`src/rtl/fpoll_pkg.sv`:
```
package fpoll_pkg;
   // status bit positions decoded by the poller
   localparam int BIT_DONE = 7;
   localparam int BIT_TGL  = 6;
   localparam int BIT_TO   = 5;

   typedef enum logic [2:0] {
      STG_POLL,
      STG_RECHK,
      STG_TA,
      STG_TB,
      STG_TC,
      STG_TD
   } stage_e;

   typedef enum logic [1:0] {
      ACT_NEXT,
      ACT_PASS,
      ACT_FAIL
   } act_e;

   typedef enum logic [1:0] {
      PH_IDLE,
      PH_READ,
      PH_WRITE
   } phase_e;
endpackage

```
`src/rtl/fpoll_read_port.sv`:
```
module fpoll_read_port
   import fpoll_pkg::*;
#(
   parameter int DATA_W = 16
) (
   input  logic              clk,
   input  logic              rst_n,
   input  logic              go,
   input  logic              rd_ack,
   input  logic [DATA_W-1:0] rd_data,
   output logic              rd_req,
   output logic              rsp_valid,
   output logic [2:0]        rsp_stat
);
   logic unused_low;
   assign unused_low = ^rd_data[BIT_TO-1:0];

   generate
      if (DATA_W > 8) begin : g_wide
         logic unused_hi;
         assign unused_hi = ^rd_data[DATA_W-1:8];
      end
   endgenerate

   always_ff @(posedge clk or negedge rst_n) begin
      if (!rst_n) begin
         rd_req    <= 1'b0;
         rsp_valid <= 1'b0;
         rsp_stat  <= '0;
      end else begin
         rsp_valid <= 1'b0;
         if (rd_req && rd_ack) begin
            rd_req    <= 1'b0;
            rsp_valid <= 1'b1;
            rsp_stat  <= {rd_data[BIT_DONE], rd_data[BIT_TGL], rd_data[BIT_TO]};
         end else if (go) begin
            rd_req <= 1'b1;
         end
      end
   end
endmodule

```
`src/rtl/fpoll_iter_cnt.sv`:
```
module fpoll_iter_cnt #(
   parameter int ITER_W = 8
) (
   input  logic              clk,
   input  logic              rst_n,
   input  logic              clr,
   input  logic              inc,
   input  logic [ITER_W-1:0] limit,
   output logic              at_limit
);
   localparam logic [ITER_W-1:0] ONE = ITER_W'(1);

   logic [ITER_W-1:0] cnt;

   always_ff @(posedge clk or negedge rst_n) begin
      if (!rst_n)
         cnt <= ONE;
      else if (clr)
         cnt <= ONE;
      else if (inc)
         cnt <= cnt + ONE;
   end

   assign at_limit = (cnt >= limit);
endmodule

```
`src/rtl/fpoll_decide.sv`:
```
module fpoll_decide
   import fpoll_pkg::*;
(
   input  stage_e     stage,
   input  logic [2:0] stat,
   input  logic       exp_bit,
   input  logic       ref_bit,
   input  logic       at_limit,
   output act_e       act,
   output stage_e     nxt_stage,
   output logic       cnt_inc
);
   logic s_done, s_tgl, s_to;
   assign s_done = stat[2];
   assign s_tgl  = stat[1];
   assign s_to   = stat[0];

   always_comb begin
      act       = ACT_FAIL;
      nxt_stage = stage;
      cnt_inc   = 1'b0;
      unique case (stage)
         STG_POLL: begin
            if (s_done == exp_bit)
               act = ACT_PASS;
            else if (s_to) begin
               act       = ACT_NEXT;
               nxt_stage = STG_RECHK;
            end else if (!at_limit) begin
               act       = ACT_NEXT;
               nxt_stage = STG_POLL;
               cnt_inc   = 1'b1;
            end
         end
         STG_RECHK:
            act = (s_done == exp_bit) ? ACT_PASS : ACT_FAIL;
         STG_TA, STG_TC: begin
            act       = ACT_NEXT;
            nxt_stage = (stage == STG_TA) ? STG_TB : STG_TD;
         end
         STG_TB: begin
            if (s_tgl == ref_bit)
               act = ACT_PASS;
            else if (s_to) begin
               act       = ACT_NEXT;
               nxt_stage = STG_TC;
            end else if (!at_limit) begin
               act       = ACT_NEXT;
               nxt_stage = STG_TA;
               cnt_inc   = 1'b1;
            end
         end
         STG_TD:
            act = (s_tgl == ref_bit) ? ACT_PASS : ACT_FAIL;
         default: act = ACT_FAIL;
      endcase
   end
endmodule

```
`src/rtl/flash_poll_ctrl.sv`:
```
module flash_poll_ctrl
   import fpoll_pkg::*;
#(
   parameter int          DATA_W    = 16,
   parameter int          ADDR_W    = 20,
   parameter int          ITER_W    = 8,
   parameter logic [7:0]  RESET_CMD = 8'hF0
) (
   input  logic              clk,
   input  logic              rst_n,
   input  logic              start,
   input  logic              mode,
   input  logic [ADDR_W-1:0] op_addr,
   input  logic [DATA_W-1:0] exp_data,
   input  logic [ITER_W-1:0] max_iter,
   output logic              rd_req,
   output logic [ADDR_W-1:0] rd_addr,
   input  logic              rd_ack,
   input  logic [DATA_W-1:0] rd_data,
   output logic              wr_req,
   output logic [ADDR_W-1:0] wr_addr,
   output logic [DATA_W-1:0] wr_data,
   input  logic              wr_ack,
   output logic              done,
   output logic              pass
);
   generate
      if (DATA_W < 8) begin : g_bad_data_w
         $error("flash_poll_ctrl: DATA_W must be at least 8");
      end
      if (ADDR_W < 1 || ITER_W < 1) begin : g_bad_w
         $error("flash_poll_ctrl: ADDR_W and ITER_W must be positive");
      end
      if (DATA_W > 8) begin : g_exp_wide
         logic unused_exp_hi;
         assign unused_exp_hi = ^exp_data[DATA_W-1:8];
      end
   endgenerate

   logic unused_exp_lo;
   assign unused_exp_lo = ^exp_data[BIT_DONE-1:0];

   phase_e            phase;
   stage_e            stage;
   logic [ADDR_W-1:0] addr_q;
   logic [ITER_W-1:0] lim_q;
   logic              exp_q;
   logic              ref_q;

   logic       go;
   logic       rsp_valid;
   logic [2:0] rsp_stat;
   logic       at_limit;
   act_e       act;
   stage_e     nxt_stage;
   logic       cnt_inc;
   logic       launch;
   logic       step;

   assign launch = (phase == PH_IDLE) && start;
   assign step   = (phase == PH_READ) && rsp_valid;
   assign go     = launch || (step && act == ACT_NEXT);

   fpoll_read_port #(.DATA_W(DATA_W)) u_rd (
      .clk       (clk),
      .rst_n     (rst_n),
      .go        (go),
      .rd_ack    (rd_ack),
      .rd_data   (rd_data),
      .rd_req    (rd_req),
      .rsp_valid (rsp_valid),
      .rsp_stat  (rsp_stat)
   );

   fpoll_iter_cnt #(.ITER_W(ITER_W)) u_cnt (
      .clk      (clk),
      .rst_n    (rst_n),
      .clr      (launch),
      .inc      (step && act == ACT_NEXT && cnt_inc),
      .limit    (lim_q),
      .at_limit (at_limit)
   );

   fpoll_decide u_dec (
      .stage     (stage),
      .stat      (rsp_stat),
      .exp_bit   (exp_q),
      .ref_bit   (ref_q),
      .at_limit  (at_limit),
      .act       (act),
      .nxt_stage (nxt_stage),
      .cnt_inc   (cnt_inc)
   );

   always_ff @(posedge clk or negedge rst_n) begin
      if (!rst_n) begin
         phase  <= PH_IDLE;
         stage  <= STG_POLL;
         addr_q <= '0;
         lim_q  <= '0;
         exp_q  <= 1'b0;
         ref_q  <= 1'b0;
         done   <= 1'b0;
         pass   <= 1'b0;
      end else begin
         done <= 1'b0;
         pass <= 1'b0;
         unique case (phase)
            PH_IDLE: begin
               if (start) begin
                  addr_q <= op_addr;
                  lim_q  <= max_iter;
                  exp_q  <= exp_data[BIT_DONE];
                  stage  <= mode ? STG_TA : STG_POLL;
                  phase  <= PH_READ;
               end
            end
            PH_READ: begin
               if (rsp_valid) begin
                  if (stage == STG_TA || stage == STG_TC)
                     ref_q <= rsp_stat[1];
                  unique case (act)
                     ACT_NEXT: stage <= nxt_stage;
                     ACT_PASS: begin
                        done  <= 1'b1;
                        pass  <= 1'b1;
                        phase <= PH_IDLE;
                     end
                     default: phase <= PH_WRITE;
                  endcase
               end
            end
            PH_WRITE: begin
               if (wr_ack) begin
                  done  <= 1'b1;
                  phase <= PH_IDLE;
               end
            end
            default: phase <= PH_IDLE;
         endcase
      end
   end

   assign rd_addr = addr_q;
   assign wr_addr = addr_q;
   assign wr_req  = (phase == PH_WRITE);
   assign wr_data = DATA_W'(RESET_CMD);
endmodule

```
`config.mk`:
```
export PLATFORM = sky130hd
export DESIGN_NAME = flash_poll_ctrl
export DESIGN_NICKNAME = d
export VERILOG_FILES = /design/src/rtl/fpoll_pkg.sv /design/src/rtl/fpoll_read_port.sv /design/src/rtl/fpoll_iter_cnt.sv /design/src/rtl/fpoll_decide.sv /design/src/rtl/flash_poll_ctrl.sv
export SDC_FILE = /design/constraint.sdc
export NUM_CORES = 1
export LEC_CHECK = 0
export ABC_AREA = 0
export BUFFER_PORTS_ARGS = -buffer_cell sky130_fd_sc_hd__buf_2
export CELL_PAD_IN_SITES_DETAIL_PLACEMENT = 1
export CELL_PAD_IN_SITES_GLOBAL_PLACEMENT = 1
export CORE_MARGIN = 2
export CORE_UTILIZATION = 36
export CTS_BUF_LIST = sky130_fd_sc_hd__clkbuf_16
export CTS_CLUSTER_DIAMETER = 50
export DETAILED_ROUTE_END_ITERATION = 7
export GPL_ROUTABILITY_DRIVEN = 0
export PLACE_DENSITY = 0.88
export SLEW_MARGIN = 5
export SYNTH_ARGS = -nofsm -noshare
export SYNTH_HDL_FRONTEND = slang
export SYNTH_SLANG_ARGS = --single-unit
```
`constraint.sdc`:
```
create_clock -name clk -period 6.2 [get_ports clk]
set_input_delay 0.62 -clock clk [delete_from_list [all_inputs] [get_ports clk]]
set_output_delay 0.62 -clock clk [all_outputs]
set_load 0.03 [all_outputs]
```
==> reports/qor.yml, run 1 <==
status:
  outcome: "complete, no violations"
route:
  drt-vias-per-instance: 4.732
  drt_first_pass_iters: 4
  vias: 2210
  ant_nets: 0
  wl_per_cell_um: 13.97
  drt_iter0_markers: 29
  drc: 0
  routed_wl_um: 6524
power_and_ir_drop:
  seq_power_share: 0.316
  internal_power_mw: 0.9523
  p_leak_nw: 1.696
  finalPower_mw: 1.800
  comb_power_share: 0.509
  swShare: 0.4710
  power.net_switching_mw: 0.8478
  peakVddDrop_uv: 216.9
  power_frac_clock: 0.174
  p_per_area_mw_per_mm2: 551.6
yosys:
  yosys_warnings: 0
  synthArstFlopShare: 1.000
  synth_area_leader_cell: "dfrtp_1"
  synth-seq-area-share: 0.4425
  synthTopCellsByCount: "nand2_1, dfrtp_1, buf_4, inv_1, ha_1"
  synth_ff_type: "dfrtp_1"
  synthDistinctLibCells: 47
  synth_seq_cells: 50
  synth_area_sq_mm: 0.002830
  syn_inst: 309
  ys_top_cells_by_area: "dfrtp_1, nand2_1, buf_4"
  syn_area_per_cell_sq_um: 9.159
  synth.most_common_cell: "nand2_1"
  synth_top_area_share: 0.4332
  synth_edf_count: 0
cts:
  cts_tree: "built"
  cts_max_path_buffers: 2
  clk_latency_ns: 0.29
  htreeDepth: 2
  path_clk_slew_ns: 0.07
  cts-buffers-inserted: 5
  post-cts-setup-buffers: 0
  cts_sinks: 50
  postCtsHoldBufs: 0
  cts-resized-gates: 0
  cts-root-buf: "clkbuf_16"
worst_setup_path:
  endpoint_kind: "flop"
  cp-start-kind: "flop"
  worstSetupPathType: "reg -> reg"
  reg2regPathDepth: 7
  path_buf_inv: 1
  crit_path_max_fanout: 14
  path_cells: "inv_1, ha_1, nand2b_1, a2111oi_4, o2111ai_2, or4_1, a21oi_1"
  path_depth: 7
  cp.arrival_ns: 2.97
  crit_slowest_cell: "or4_1"
  cp.required_ns: 6.41
  path_delay_family: "compound AO/OA/AOI/OAI gates"
  critPathMaxStageDelay_ns: 0.61
floorplanning:
  pin_count: 126
  core_area_sq_mm: 0.007687
  core.rowCount: 32
  die_area_sq_mm: 0.008587
  fp.dieH_um: 92.67
  start_util: 0.3682
  die_x_um: 92.67
global_routing:
  overflow: 0
  grt_max_degree: 51
  grt_usage: 0.1571
  antenna_found_initial: 0
  grt_pass1_vias: 2221
  grt_pass1_wl_um: 10690
timing:
  post-route-worst-setup-slack_ns: 3.439
  drv_slew: 0
  rsz0062_at_grt: "false"
  fin_setup_tns_ns: 0
  whs_ns: 0.4342
  period_share: 0.4453
  skew_ns: 0.006035
  max_freq_mhz: 362.2
  period_minus_slack_ns: 2.761
  finalSetupViolCount: 0
  slew_headroom: 0.3629
  worst_slew_pin_slew_ns: 0.9533
  finalHoldViolations: 0
final_layout:
  final_core_util: 0.4245
  antenna_cells: 0
  final_nets: 443
  drive_gt1_frac: 0.2712
  area_growth_pct: 15.30
flow_run:
  maxCapViolCount: 0
placed_design:
  hpwl_um: 4688
  portBuffers: 81
  dp_slack_ns: 3.471
worst_hold_path:
  min_path_type: "in -> async"
-- layout make-up --
| class | instances | area (sq um) |
|---|---|---|
| Clock buffer | 5 | 125.1 |
| Fill cell | 941 | 4424 |
| Multi-Input combinational cell | 207 | 1232 |
| Sequential cell | 50 | 1252 |
| Inverter | 17 | 63.81 |
| Tap cell | 102 | 127.6 |
| Timing Repair Buffer | 83 | 420.4 |
| Clock inverter | 3 | 41.29 |
-- stage by stage --
stage	area, sq um	cells
after detailed placement	3097	459
after CTS	3263	467
final	3263	467
after floorplan	2883	323
after global routing	3263	467
after global placement	3097	459
-- kinds of logic after synthesis --
| family | after synthesis | synth area share |
|---|---|---|
| AND/OR/NAND/NOR | 119 | 0.1821 |
| buffers and inverters | 66 | 0.1406 |
| flip-flops | 50 | 0.4425 |
| AO/OA/AOI/OAI | 49 | 0.1260 |
| adder cells (fa/ha/maj) | 13 | 0.05747 |
| multiplexers | 6 | 0.02299 |
| XOR/XNOR | 4 | 0.02564 |
| other | 2 | 0.002654 |
-- worst paths after layout --
kind / slack [ns] / to / from
hold reg to reg: 0.49 / rd_addr[18] / rd_addr[18]
hold / removal: 0.43 / lim_q[3] / rst_n
setup / recovery: 3.44 / u_cnt.cnt[7] / u_cnt.cnt[0]
min in group clk: 0.49 / rd_addr[18] / rd_addr[18]
setup reg to reg: 3.44 / u_cnt.cnt[7] / u_cnt.cnt[0]
max in group asynchronous: 5.32 / rd_addr[6] / rst_n
-- layer usage --
layer	share of wire	global-route usage	up-vias	wire [um]
li1	-	-	1075	-
met1	0.44	0.1980	1078	2896
met2	0.51	0.2768	51	3310
met3	0.037	0.03011	6	244
met4	0.011	0.04044	0	72
met5	0	0	-	0
-- worst reg2reg max path: stages (launching register included) --
cell,delay (ns)
dfstp_2,0.57
inv_1,0.07
ha_1,0.26
nand2b_1,0.19
a2111oi_4,0.39
o2111ai_2,0.40
or4_1,0.61
a21oi_1,0.18
-- power groups by stage --
| stage | clock network [mW] | logic [mW] | registers [mW] |
|---|---|---|---|
| floorplan | 0 | 0.657 | 0.684 |
| global placement | 0 | 0.895 | 0.566 |
| detailed placement | 0 | 0.924 | 0.576 |
| CTS | 0.322 | 0.928 | 0.573 |
| global route | 0.336 | 1.00 | 0.593 |
| finish | 0.314 | 0.917 | 0.569 |
-- layout by cell type (no fill, tap or decap), types with 5 or more instances in the layout --
cell       Yosys  layout
inv_1         17      18
buf_2          0      81
dfrtp_1       49      49
a21oi_1       10      10
clkbuf_16      0       5
o21ai_1       11      11
nand3_1        8       8
conb_1         2      16
nor2_1        10      10
ha_1          13      13
nand2_1       82      82
-- registers in the layout, indices dropped and copies added (netlist names), 2 cells and up --
register	cells
lim_q	8
phase	2
rd_addr	20
stage	3
u_cnt.cnt	8
u_rd.rsp_stat	3
Note: power is estimated with default switching activity, not from simulation.
==> inputs of run 2 (changes only) <==
--- a/config.mk
+++ b/config.mk
@@ -10,12 +10,12 @@
 export CELL_PAD_IN_SITES_DETAIL_PLACEMENT = 1
 export CELL_PAD_IN_SITES_GLOBAL_PLACEMENT = 1
 export CORE_MARGIN = 2
-export CORE_UTILIZATION = 36
+export CORE_UTILIZATION = 31
 export CTS_BUF_LIST = sky130_fd_sc_hd__clkbuf_16
 export CTS_CLUSTER_DIAMETER = 50
 export DETAILED_ROUTE_END_ITERATION = 7
 export GPL_ROUTABILITY_DRIVEN = 0
-export PLACE_DENSITY = 0.88
+export PLACE_DENSITY = 0.81
 export SLEW_MARGIN = 5
 export SYNTH_ARGS = -nofsm -noshare
 export SYNTH_HDL_FRONTEND = slang
==> constraint.sdc (replaced) <==
create_clock -name clk -period 2.5 [get_ports clk]
set_input_delay 0.25 -clock clk [delete_from_list [all_inputs] [get_ports clk]]
set_output_delay 0.25 -clock clk [all_outputs]
set_load 0.03 [all_outputs]
==> reports/qor.yml, run 2 (synthesized netlist as in run 1, its figures left out) <==
status:
  outcome: "complete, no violations"
timing:
  period_share: 0.9407  # +0.4954
  finalSetupViolCount: 0  # unchanged
  max_freq_mhz: 425.2  # +17%
  skew_ns: 0.003994  # -0.002041 ns
  worst_slew_pin_slew_ns: 0.7392  # -0.2141 ns
  finalHoldViolations: 0  # unchanged
  period_minus_slack_ns: 2.352  # -0.4091 ns
  fin_setup_tns_ns: 0  # unchanged
  post-route-worst-setup-slack_ns: 0.1482  # -3.291 ns
  slew_headroom: 0.5060  # +0.1431
  drv_slew: 0  # unchanged
worst_setup_path:
  cp-start-kind: "flop"
  rr_endpoint: "u_cnt.cnt[7]"
  ff2ff_setup_slack_ns: 0.15  # -3.29 ns
  crit_slowest_cell: "or4_1"
  cp.arrival_ns: 2.57  # -0.40 ns
  reg2regPathDepth: 7  # unchanged
  worstSetupPathType: "reg -> reg"
  cp.required_ns: 2.72  # -3.69 ns
  endpoint_kind: "flop"
  crit_path_max_fanout: 4  # -10
  timing.rr.start: "u_cnt.cnt[0]"
  path_buf_inv: 1  # unchanged
  critPathMaxStageDelay_ns: 0.56  # -0.05 ns
  path_delay_family: "simple AND/OR/NAND/NOR gates"
  path_cells: "inv_1, ha_1, nand2b_1, a2111oi_4, o2111ai_2, or4_1, a21oi_2"
floorplanning:
  fp.dieH_um: 99.55  # +7.4%
  pin_count: 126  # unchanged
  die_x_um: 99.55  # +7.4%
  core.rowCount: 34  # +6.3%
  start_util: 0.3214  # -0.04677
  die_area_sq_mm: 0.009910  # +15%
  core_area_sq_mm: 0.008806  # +15%
route:
  drc: 0  # unchanged
  routed_wl_um: 6486  # -0.58%
  vias: 2235  # +1.1%
  drt-vias-per-instance: 4.637  # -2.0%
  drt_first_pass_iters: 4  # unchanged
  drt_iter0_markers: 28  # -3.4%
  ant_nets: 0  # unchanged
  wl_per_cell_um: 13.46  # -3.7%
cts:
  cts_max_path_buffers: 2  # unchanged
  path_clk_slew_ns: 0.07  # about the same
  cts-root-buf: "clkbuf_16"
  clk_latency_ns: 0.29  # about the same
  cts-buffers-inserted: 5  # unchanged
  cts_sinks: 50  # unchanged
  htreeDepth: 2  # unchanged
  cts_tree: "built"
global_routing:
  overflow: 0  # unchanged
  antenna_found_initial: 0  # unchanged
  grt_max_degree: 31  # -39%
  grt_pass1_vias: 2316  # +4.3%
  grt_usage: 0.1365  # -0.02059
  grt_pass1_wl_um: 10970  # +2.6%
final_layout:
  multi_input_area_sq_mm: 0.001236  # +0.31%
  final_common_cell: "nand2_1"
  layout_common_cells: "nand2_1, buf_2, dfrtp_1"
  fillers: 1037  # +10%
  drive_gt1_frac: 0.2861  # +0.01486
  largest_reg_flops: 20  # unchanged
  antenna_cells: 0  # unchanged
  seqCellArea_sq_mm: 0.001252  # unchanged
  area_growth_pct: 17.29
  final_nets: 452  # +2.0%
placed_design:
  dp_slack_ns: 0.06956  # -3.401 ns
  portBuffers: 81  # unchanged
  hpwl_um: 5022  # +7.1%
worst_hold_path:
  worstHoldEndpoint: "rd_addr[18]"
  min_path_type: "in -> reg"
  min_from: "op_addr[18]"
  min_path_cells: 3
flow_run:
  maxCapViolCount: 0  # unchanged
power_and_ir_drop:
  p_per_area_mw_per_mm2: 1324  # +140%
  peakVddDrop_uv: 626.4  # +190%
  p_leak_nw: 1.729  # +2.0%
## run 2: cell types whose count changed in the layout (fill, tap and decap cells not counted), sizes merged
cell	change
buf	+8
bufinv	-1
clkinv	+2
clkinvlp	-1
dlygate4sd3	+1
## run 2: how the worst max path moves through the flow
stage	from	end	slack (ns)	cells past startpoint
5_1_grt	u_cnt.cnt[0]	u_cnt.cnt[5]	-0.0007	8
6_report	u_cnt.cnt[0]	u_cnt.cnt[7]	0.15	7
3_5_place_dp	u_cnt.cnt[0]	u_cnt.cnt[5]	0.07	8
2_1_floorplan	u_cnt.cnt[0]	u_cnt.cnt[6]	0.19	8
4_1_cts	u_cnt.cnt[0]	u_cnt.cnt[5]	0.05	8
3_3_place_gp	u_cnt.cnt[0]	u_cnt.cnt[5]	0.08	8
## run 2: area by class of cell
type,count,area share
clock buffer,5,0.03769
clock inverter,3,0.003769
inverter,17,0.01922
multi-input combinational,207,0.3724
sequential,50,0.3773
tap,108,0.04071
timing repair buffer,92,0.1489
## run 2: tightest hold or removal path, cell delays in order
cell     delay (ns)
buf_2          0.07
nand2_1        0.04
nand2_1        0.04
## run 2: power by group
part | switching (mW) | internal, mW | total (mW) | leakage (nW)
combinational | 1.56 | 0.810 | 2.37 | 1.02
sequential | 0.243 | 1.13 | 1.37 | 0.632
clock | 0.286 | 0.362 | 0.648 | 0.0724
total | 2.09 | 2.30 | 4.40 | 1.73
## run 2: per-stage QoR
stage	cells	area [sq um]	power, mW	hold slack [ns]	utilization
after CTS	481	3304	4.465	0.1421	0.3752
final	482	3319	4.396	0.1488	0.3770
after global routing	482	3319	4.745	0.1476	0.3770
after global placement	472	3157	3.694	0.2432	0.3585
after floorplan	323	2883	3.325	-0.04559	-
after detailed placement	472	3157	3.787	0.2434	0.3585
## run 2: routing by layer
metal  share of wire  track usage
met1            0.44       0.1669
met2            0.50       0.2406
met3           0.045      0.02952
met4          0.0099      0.04110
met5               0            0
## run 2: timing repair
item	in CTS	in global routing
hold buffers	1	0
endpoints found under the hold margin	19	0
setup buffers	0	1
resized for setup	0	2
setup endpoints to repair	0	6
